===== src/rtl/cpu8_pkg.sv =====
package cpu8_pkg;

    localparam int DATA_W = 8;
    localparam int ADDR_W = 16;
    localparam int NIB_W  = DATA_W / 2;

    typedef logic [DATA_W-1:0] byte_t;
    typedef logic [ADDR_W-1:0] addr_t;

    // Flag byte: Z, N, H, C in the upper nibble, lower nibble unused.
    typedef struct packed {
        logic             z;
        logic             n;
        logic             h;
        logic             c;
        logic [NIB_W-1:0] rsvd;
    } flags_t;

    typedef enum logic [3:0] {
        ST_FETCH,
        ST_DECODE,
        ST_IMM_LO,
        ST_IMM_HI,
        ST_IMM_USE,
        ST_PUSH_HI,
        ST_PUSH_LO,
        ST_PFX_RD,
        ST_PFX_DEC,
        ST_HALT
    } state_e;

    typedef enum logic [3:0] {
        OP_NOP,
        OP_LD_HL,
        OP_LD_SP,
        OP_INC_A,
        OP_JP,
        OP_JP_HL,
        OP_CALL,
        OP_DI,
        OP_PREFIX,
        OP_BAD
    } op_e;

    localparam byte_t OPC_NOP    = 8'h00;
    localparam byte_t OPC_LD_HL  = 8'h21;
    localparam byte_t OPC_LD_SP  = 8'h31;
    localparam byte_t OPC_INC_A  = 8'h3C;
    localparam byte_t OPC_JP     = 8'hC3;
    localparam byte_t OPC_PREFIX = 8'hCB;
    localparam byte_t OPC_CALL   = 8'hCD;
    localparam byte_t OPC_JP_HL  = 8'hE9;
    localparam byte_t OPC_DI     = 8'hF3;

    function automatic logic takes_imm16(op_e op);
        return (op == OP_LD_HL) || (op == OP_LD_SP) ||
               (op == OP_JP)    || (op == OP_CALL);
    endfunction

endpackage


===== src/rtl/cpu8_decode.sv =====
module cpu8_decode
    import cpu8_pkg::*;
(
    input  byte_t opcode,
    input  logic  second_table,
    output op_e   op
);
    always_comb begin
        op = OP_BAD;
        if (!second_table) begin
            case (opcode)
                OPC_NOP:    op = OP_NOP;
                OPC_LD_HL:  op = OP_LD_HL;
                OPC_LD_SP:  op = OP_LD_SP;
                OPC_INC_A:  op = OP_INC_A;
                OPC_JP:     op = OP_JP;
                OPC_PREFIX: op = OP_PREFIX;
                OPC_CALL:   op = OP_CALL;
                OPC_JP_HL:  op = OP_JP_HL;
                OPC_DI:     op = OP_DI;
                default:    op = OP_BAD;
            endcase
        end
    end
endmodule


===== src/rtl/cpu8_inc.sv =====
module cpu8_inc
    import cpu8_pkg::*;
(
    input  byte_t  a_in,
    input  flags_t f_in,
    output byte_t  a_out,
    output flags_t f_out
);
    always_comb begin
        a_out      = a_in + byte_t'(1);
        f_out.z    = (a_out == '0);
        f_out.n    = 1'b0;
        f_out.h    = &a_in[NIB_W-1:0];
        f_out.c    = f_in.c;
        f_out.rsvd = '0;
    end
endmodule


===== src/rtl/cpu8_core.sv =====
module cpu8_core
    import cpu8_pkg::*;
#(
    parameter logic [15:0] RESET_PC = 16'h0100,
    parameter logic [15:0] RESET_SP = 16'hDFFF
) (
    input  logic        clk,
    input  logic        rst,
    output logic [15:0] mem_addr,
    output logic        mem_rd,
    output logic        mem_wr,
    output logic [7:0]  mem_wdata,
    input  logic [7:0]  mem_rdata,
    output logic [7:0]  reg_a,
    output logic [7:0]  reg_f,
    output logic [7:0]  reg_h,
    output logic [7:0]  reg_l,
    output logic [15:0] reg_pc,
    output logic [15:0] reg_sp,
    output logic        ime,
    output logic        retire,
    output logic        illegal
);
    state_e state_q;
    op_e    op_q, dec_op;
    addr_t  pc_q, sp_q, tgt_q;
    byte_t  a_q, h_q, l_q, lo_q, inc_a;
    flags_t f_q, inc_f;
    logic   ime_q, retire_q, illegal_q;
    addr_t  imm16;

    cpu8_decode u_dec (
        .opcode       (mem_rdata),
        .second_table (state_q == ST_PFX_DEC),
        .op           (dec_op)
    );

    cpu8_inc u_inc (
        .a_in  (a_q),
        .f_in  (f_q),
        .a_out (inc_a),
        .f_out (inc_f)
    );

    assign imm16 = {mem_rdata, lo_q};

    // Bus side: one access per cycle, address from PC or from the stack.
    always_comb begin
        mem_rd    = (state_q == ST_FETCH) || (state_q == ST_IMM_LO) ||
                    (state_q == ST_IMM_HI) || (state_q == ST_PFX_RD);
        mem_wr    = (state_q == ST_PUSH_HI) || (state_q == ST_PUSH_LO);
        mem_addr  = mem_wr ? (sp_q - addr_t'(1)) : pc_q;
        mem_wdata = (state_q == ST_PUSH_HI) ? pc_q[ADDR_W-1:DATA_W]
                                            : pc_q[DATA_W-1:0];
    end

    always_ff @(posedge clk) begin
        if (rst) begin
            state_q   <= ST_FETCH;
            op_q      <= OP_NOP;
            pc_q      <= RESET_PC;
            sp_q      <= RESET_SP;
            tgt_q     <= '0;
            a_q       <= '0;
            f_q       <= '0;
            h_q       <= '0;
            l_q       <= '0;
            lo_q      <= '0;
            ime_q     <= 1'b0;
            retire_q  <= 1'b0;
            illegal_q <= 1'b0;
        end else begin
            retire_q <= 1'b0;
            case (state_q)
                ST_FETCH: begin
                    pc_q    <= pc_q + addr_t'(1);
                    state_q <= ST_DECODE;
                end
                ST_DECODE: begin
                    op_q    <= dec_op;
                    state_q <= ST_FETCH;
                    if (takes_imm16(dec_op)) begin
                        state_q <= ST_IMM_LO;
                    end else begin
                        case (dec_op)
                            OP_NOP:    retire_q <= 1'b1;
                            OP_INC_A: begin
                                a_q      <= inc_a;
                                f_q      <= inc_f;
                                retire_q <= 1'b1;
                            end
                            OP_JP_HL: begin
                                pc_q     <= {h_q, l_q};
                                retire_q <= 1'b1;
                            end
                            OP_DI: begin
                                ime_q    <= 1'b0;
                                retire_q <= 1'b1;
                            end
                            OP_PREFIX: state_q <= ST_PFX_RD;
                            default: begin
                                illegal_q <= 1'b1;
                                state_q   <= ST_HALT;
                            end
                        endcase
                    end
                end
                ST_IMM_LO: begin
                    pc_q    <= pc_q + addr_t'(1);
                    state_q <= ST_IMM_HI;
                end
                ST_IMM_HI: begin
                    lo_q    <= mem_rdata;
                    pc_q    <= pc_q + addr_t'(1);
                    state_q <= ST_IMM_USE;
                end
                ST_IMM_USE: begin
                    state_q  <= ST_FETCH;
                    retire_q <= 1'b1;
                    case (op_q)
                        OP_LD_HL: begin
                            h_q <= imm16[ADDR_W-1:DATA_W];
                            l_q <= imm16[DATA_W-1:0];
                        end
                        OP_LD_SP: sp_q <= imm16;
                        OP_JP:    pc_q <= imm16;
                        default: begin
                            tgt_q    <= imm16;
                            retire_q <= 1'b0;
                            state_q  <= ST_PUSH_HI;
                        end
                    endcase
                end
                ST_PUSH_HI: begin
                    sp_q    <= sp_q - addr_t'(1);
                    state_q <= ST_PUSH_LO;
                end
                ST_PUSH_LO: begin
                    sp_q     <= sp_q - addr_t'(1);
                    pc_q     <= tgt_q;
                    retire_q <= 1'b1;
                    state_q  <= ST_FETCH;
                end
                ST_PFX_RD: begin
                    pc_q    <= pc_q + addr_t'(1);
                    state_q <= ST_PFX_DEC;
                end
                ST_PFX_DEC: begin
                    // Second table holds no legal entries in this subset.
                    if (dec_op == OP_BAD) begin
                        illegal_q <= 1'b1;
                        state_q   <= ST_HALT;
                    end else begin
                        state_q <= ST_FETCH;
                    end
                end
                default: state_q <= ST_HALT;
            endcase
        end
    end

    assign reg_a   = a_q;
    assign reg_f   = f_q;
    assign reg_h   = h_q;
    assign reg_l   = l_q;
    assign reg_pc  = pc_q;
    assign reg_sp  = sp_q;
    assign ime     = ime_q;
    assign retire  = retire_q;
    assign illegal = illegal_q;

endmodule


===== config.mk =====
export PLATFORM = sky130hd
export DESIGN_NAME = cpu8_core
export DESIGN_NICKNAME = d
export VERILOG_FILES = /design/src/rtl/cpu8_pkg.sv /design/src/rtl/cpu8_decode.sv /design/src/rtl/cpu8_inc.sv /design/src/rtl/cpu8_core.sv
export SDC_FILE = /design/constraint.sdc
export NUM_CORES = 1
export LEC_CHECK = 0
export BUFFER_PORTS_ARGS = -buffer_cell sky130_fd_sc_hd__buf_2
export CAP_MARGIN = 25
export CORE_AREA = 2 2 127 129
export CTS_CLUSTER_DIAMETER = 100
export DETAILED_ROUTE_END_ITERATION = 6
export DIE_AREA = 0 0 129 131
export SLEW_MARGIN = 5
export SYNTH_ARGS = -nofsm -noshare
export SYNTH_HDL_FRONTEND = slang
export SYNTH_HIERARCHICAL = 1
export SYNTH_SLANG_ARGS = --single-unit
export TNS_END_PERCENT = 50

===== constraint.sdc =====
create_clock -name clk -period 3.4 [get_ports clk]
set_input_delay 0.34 -clock clk [delete_from_list [all_inputs] [get_ports clk]]
set_output_delay 0.34 -clock clk [all_outputs]
set_load 0.03 [all_outputs]

---- After elaboration in Yosys (flattened, before gate mapping) ----
Cells that the tools add are included.
W data, S select, Z words.
storage, ports and cells
  input port bits ......................... 10
  output and inout bits ................... 93
  memories kept ........................... 0
  bits in writable memories ............... 0
  latch bits .............................. 0
  memory bits (read-only) ................. 0
  register bits ........................... 92
  word-level logic and storage cells ...... 101
operators by class
  reduce and logical (&&, ||, !) cells .... 26
  multipliers ............................. 0
  magnitude comparators ................... 0
  bitwise logic cells ..................... 2
  div/mod/pow operators ................... 0
  muxes and demuxes ....................... 23
  add/subtract/negate cells ............... 3
  shift operators ......................... 0
  eq/ne operators ......................... 34
operators with widths
  cell                     count
  $mux W16                 5
  $pmux W4 S9              2
  $pmux W16 S4             1
  $eq A8 B8 Y1 const B     5
  $eq A4 B3 Y1 const B     9
  $pmux W16 S2             1
  $eq A8 B6 Y1 const B     3
  $eq A4 B2 Y1 const B     5
  $add A16 B1 Y16 const B  1
  $logic_not A8 Y1         2
  $sub A16 B1 Y16 const B  1
  $eq A4 B1 Y1 const B     3
  $eq A4 B4 Y1 const B     3
  $mux W4                  3
  $ne A2 B2 Y1 const B     6
  $reduce_and A4 Y1        3
  $add A8 B1 Y8 const B    1
  $logic_not A4 Y1         2
  $mux W8                  1
  $pmux W4 S2              1
  $reduce_or A4 Y1         2
  $logic_or A1 B1 Y1       7
  $mux W1                  6
  $reduce_and A2 Y1        3
  other kinds (10)         12

---- Longest topological paths before layout ----
  word-level depth ........................ 9
  depth in mapped cells ................... 14
  gate-level depth less buffers ........... 10

---- Hierarchy ----
Netlist, hierarchy kept.
modules (own cells, without submodules)
  module       cells an instance  area an instance (um2)  times used  seq. area each (um2)
  cpu8_core    661                5393.9                  1           1961.9
  cpu8_decode  40                 291.5                   1           0.0
  cpu8_inc     31                 215.2                   1           0.0

---- Worst setup path before layout ----
Ideal clock, no wire load.
  path type ............................... input -> register
  from .................................... in mem_rdata[2]
  to ...................................... reg pc_q[10], in the netlist reg_pc[10]
  required time ........................... 3.283 ns
  path slack .............................. 0.655 ns
  library setup time ...................... 0.117 ns
  cell stages on the path ................. 12
  arrival ................................. 2.628 ns
  cells stage by stage .................... buf_4 or3b_4 a2bb2oi_1 o221ai_1 o221ai_1 clkbuf_1 nor3b_1 and3_1 o21a_1 buf_4 o21ai_0 a32o_1
between the ends
  word-level cells in the longest chain between the ends .. 9
  elaborated cells on any way between the ends .. 24
  classes of those cells .................. 15 x eq/ne; 4 x mux; 5 x reduce/logical
RTL lines
  element                                       RTL line           text
  from (decl)                                   cpu8_core.sv:13    input logic [7:0] mem_rdata,
  $eq A8 B8 Y1 (tied with other cells)          cpu8_decode.sv:11  case (opcode)
  $pmux W4 S9 *                                 cpu8_decode.sv:11
  $mux W4 *                                     cpu8_decode.sv:10  if (!second_table) begin
  via dec_op[3]                                 cpu8_core.sv:25    op_e op_q, dec_op;
  $eq A4 B1 Y1 or $eq A4 B2 Y1 (tied branches)  cpu8_pkg.sv:56     return (op == OP_LD_HL) || (op == OP_LD_SP) ||
  $logic_or A1 B1 Y1 (2 in a row)               cpu8_pkg.sv:56
  $logic_or A1 B1 Y1                            cpu8_pkg.sv:57     (op == OP_JP) || (op == OP_CALL);
  $ne A2 B2 Y1 (no line)                        -
  $reduce_and A4 Y1 (no line) *                 -
  to (signal assigned)                          cpu8_core.sv:76    pc_q <= pc_q + addr_t'(1);
  to (signal assigned)                          cpu8_core.sv:93    pc_q <= {h_q, l_q};
  to (signal assigned)                          cpu8_core.sv:109   pc_q <= pc_q + addr_t'(1);
  to (decl)                                     cpu8_core.sv:26    addr_t pc_q, sp_q, tgt_q;
The timed path passes the listed nets; every way through them passes the cells marked *. The select of a mux whose other input is x is not followed.
A chain may end at the register's enable or synchronous reset.

---- Worst setup path in the final report ----
  from .................................... reg sp_q[0], in the netlist reg_sp[0]
  to ...................................... out mem_addr[8]
between the ends
  word-level cells in the longest chain between the ends .. 2
RTL lines
  element                 RTL line          text
  from (decl)             cpu8_core.sv:26
  from (signal assigned)  cpu8_core.sv:125  OP_LD_SP: sp_q <= imm16;
  from (signal assigned)  cpu8_core.sv:135  sp_q <= sp_q - addr_t'(1);
  from (signal assigned)  cpu8_core.sv:139  sp_q <= sp_q - addr_t'(1);
  $sub A16 B1 Y16         cpu8_core.sv:52   mem_addr = mem_wr ? (sp_q - addr_t'(1)) : pc_q;
  $mux W16                cpu8_core.sv:52
  to (decl)               cpu8_core.sv:9    output logic [15:0] mem_addr,
Every way passes these cells.

==> reports/metrics.yaml <==
min_to: "lo_q[7]"
finalNetCount: 821
die_x_um: 129
overflow: 0
ys_ff_latch: 98
fill_cells: 1588
fmax_mhz: 347
tns_ns: 0
power.leakage_nw: 2.92
grt_max_degree: 47
min_path_cells: 3
synth_cells: 732
ant_nets: 0
setup_viol: 0
hpwl_mm: 12.9
min_from: "mem_rdata[7]"
ys_seq_area_share_pct: 33.2
cts_tree: "built"
r2r-start: "state_q[0]"
dp.cells: 1013
r2r_cells: 10
antenna_found_initial: 0
port_buffers: 101
skew_ns: 0.0102
cellPowerDensity_nw_per_um2: 411
min_path_type: "input pin to flip-flop"
crit_type: "flip-flop to primary output"
grt_first_pass_wirelength_mm: 28.6
relSlewSlack_pct: 55.3
r2r_end: "reg_pc[10]"
ir_worst_vdd_mv: 0.248
hold_ws_ns: 0.349
rsz0062_at_grt: "false"
die_area_um2: 16900
yosys_warnings: 6
cts_resized: 0
start_kind: "flip-flop"
status: "complete, no violations"
grt_pass1_vias: 5068
drt_first_pass_iters: 7
dieHeight_um: 131
synth_cell_types: 81
tightest_slew_ns: 0.668
synth_edf_count: 0
maxCapViolCount: 0
rows: 46
crit_fanout: 8
h-tree-depth: 3
vias: 5672
antenna_cells: 0
synthArstFlopShare_pct: 0
wl_mm: 18.6
drtIter0Drc: 476
viasPerCell: 5.51
final_layout_size_suffix_gt1_share_pct: 21.4
reg2reg_slack_ns: 0.91
synth.top_cell.area_share_pct: 33.2
worst_setup_path_end_kind: "primary output"
final.period_utilization_pct: 84.8
cts_sinks: 98
synth_top_area_cell: "dfxtp_1"
syn_area_um2: 5900
wl_per_cell_um: 18.1
finalHoldViolations: 0
cts.path.max_buffers: 2
clk_latency_ns: 0.36
synth_commonest_cells: "98 x dfxtp_1, 93 x nor2_1, 64 x nand2_1, 55 x a21oi_1, 52 x o21ai_0"
multi_input_area_um2: 3560
final_area_um2: 6830
drc: 0
worstPathRequired_ns: 3.06
maxSlewViolCount: 0
grtUsageTotal_pct: 22.1
cts_hold_buf: 0
gp_congestion: 0.897
cts_setup_buffers: 0
cp.arrival_ns: 2.54
area_growth_pct: 15.7
avgSynthCellArea_um2: 8.06
numCtsBuffers: 9
final_cells: 1029
synth_area_leaders: "dfxtp_1 33%, mux2i_1 8.7%, nor2_1 5.9%, a21oi_1 4.7%, o21ai_0 4.4%"
post-synth-top-count-cell: "dfxtp_1"
synth_flop_cell: "dfxtp_1"
min_period_ns: 2.88
pin_count: 103
dpl_cell_area_um2: 6510
cts.root.buffer_cell: "clkbuf_16"
core_area_um2: 15600
initial_utilization_pct: 37.8
finalPower_w: 0.00280
regArea_um2: 1960
path_clk_slew_ns: 0.07
## layer usage
metal  GRT usage, %  wire length (µm)
met4           7.67               390
met5              0                 0
met1           31.7              8900
met2           31.9              7800
met3           5.82              1520
## worst max path at each step
stage,from,end,cells past startpoint
floorplan,mem_rdata[2],reg_pc[10],12
finish,reg_sp[0],mem_addr[8],7
detailed placement,mem_rdata[1],reg_pc[14],10
global placement,mem_rdata[3],reg_pc[10],9
CTS,reg_sp[0],mem_addr[8],7
global route,reg_sp[0],mem_addr[8],7
## report_power, final
| part | switching [W] | total (W) | internal [W] | leakage, nW |
|---|---|---|---|---|
| logic | 0.000312 | 0.000456 | 0.000144 | 1.97 |
| registers | 0.0000589 | 0.00123 | 0.00118 | 0.793 |
| clock network | 0.000465 | 0.00111 | 0.000648 | 0.157 |
## worst max-delay path, cell delays in order, from the launching register on
cell and delay [ns]:
dfxtp_1 0.38, inv_1 0.08, ha_1 0.27, or4b_1 0.68
nor4_2 0.35, xnor2_1 0.11, o21ai_1 0.11, buf_2 0.20
## metrics by stage
step,util [%],worst slack [ns]
after global placement,41.7,0.431
after CTS,43.8,0.493
after detailed placement,41.7,0.354
after global routing,43.8,0.336
final,43.8,0.517
after floorplan,-,0.655
## flip-flops by register name, indices dropped and copies added, names as in the netlist, 8 cells and up
signal	flops
reg_sp	16
reg_l	8
lo_q	8
reg_pc	16
reg_a	8
tgt_q	16
reg_h	8
reg_f	8
## kinds of logic after synthesis
family | Yosys count | synth area share (%)
other | 2 | 0.127
muxes | 57 | 9.80
adders and majority gates | 3 | 0.636
AOI/OAI and AO/OA | 199 | 21.6
xor gates and xnor gates | 31 | 4.60
DFF | 98 | 33.2
and+or+nand+nor | 266 | 23.2
buffers and inverters | 76 | 6.81
## cell usage in the layout (no fill, tap or decap), types with 9 or more instances in the layout
master,instances
o21ai_0,52
nor2_1,93
nand2_1,64
xnor2_1,19
dfxtp_1,98
nand3_1,24
mux2i_1,51
buf_4,21
xor2_1,12
buf_2,101
nor3_1,14
clkbuf_16,9
a21oi_1,55
inv_1,13
## cell type report
class | count | area share (%)
sequential | 98 | 28.7
clock buffer | 10 | 3.35
tap | 216 | 3.96
clock inverter | 6 | 1.34
multi-input combinational | 562 | 52.1
inverter | 15 | 0.825
timing repair buffer | 122 | 9.71
(Power assumes the default switching activity.)
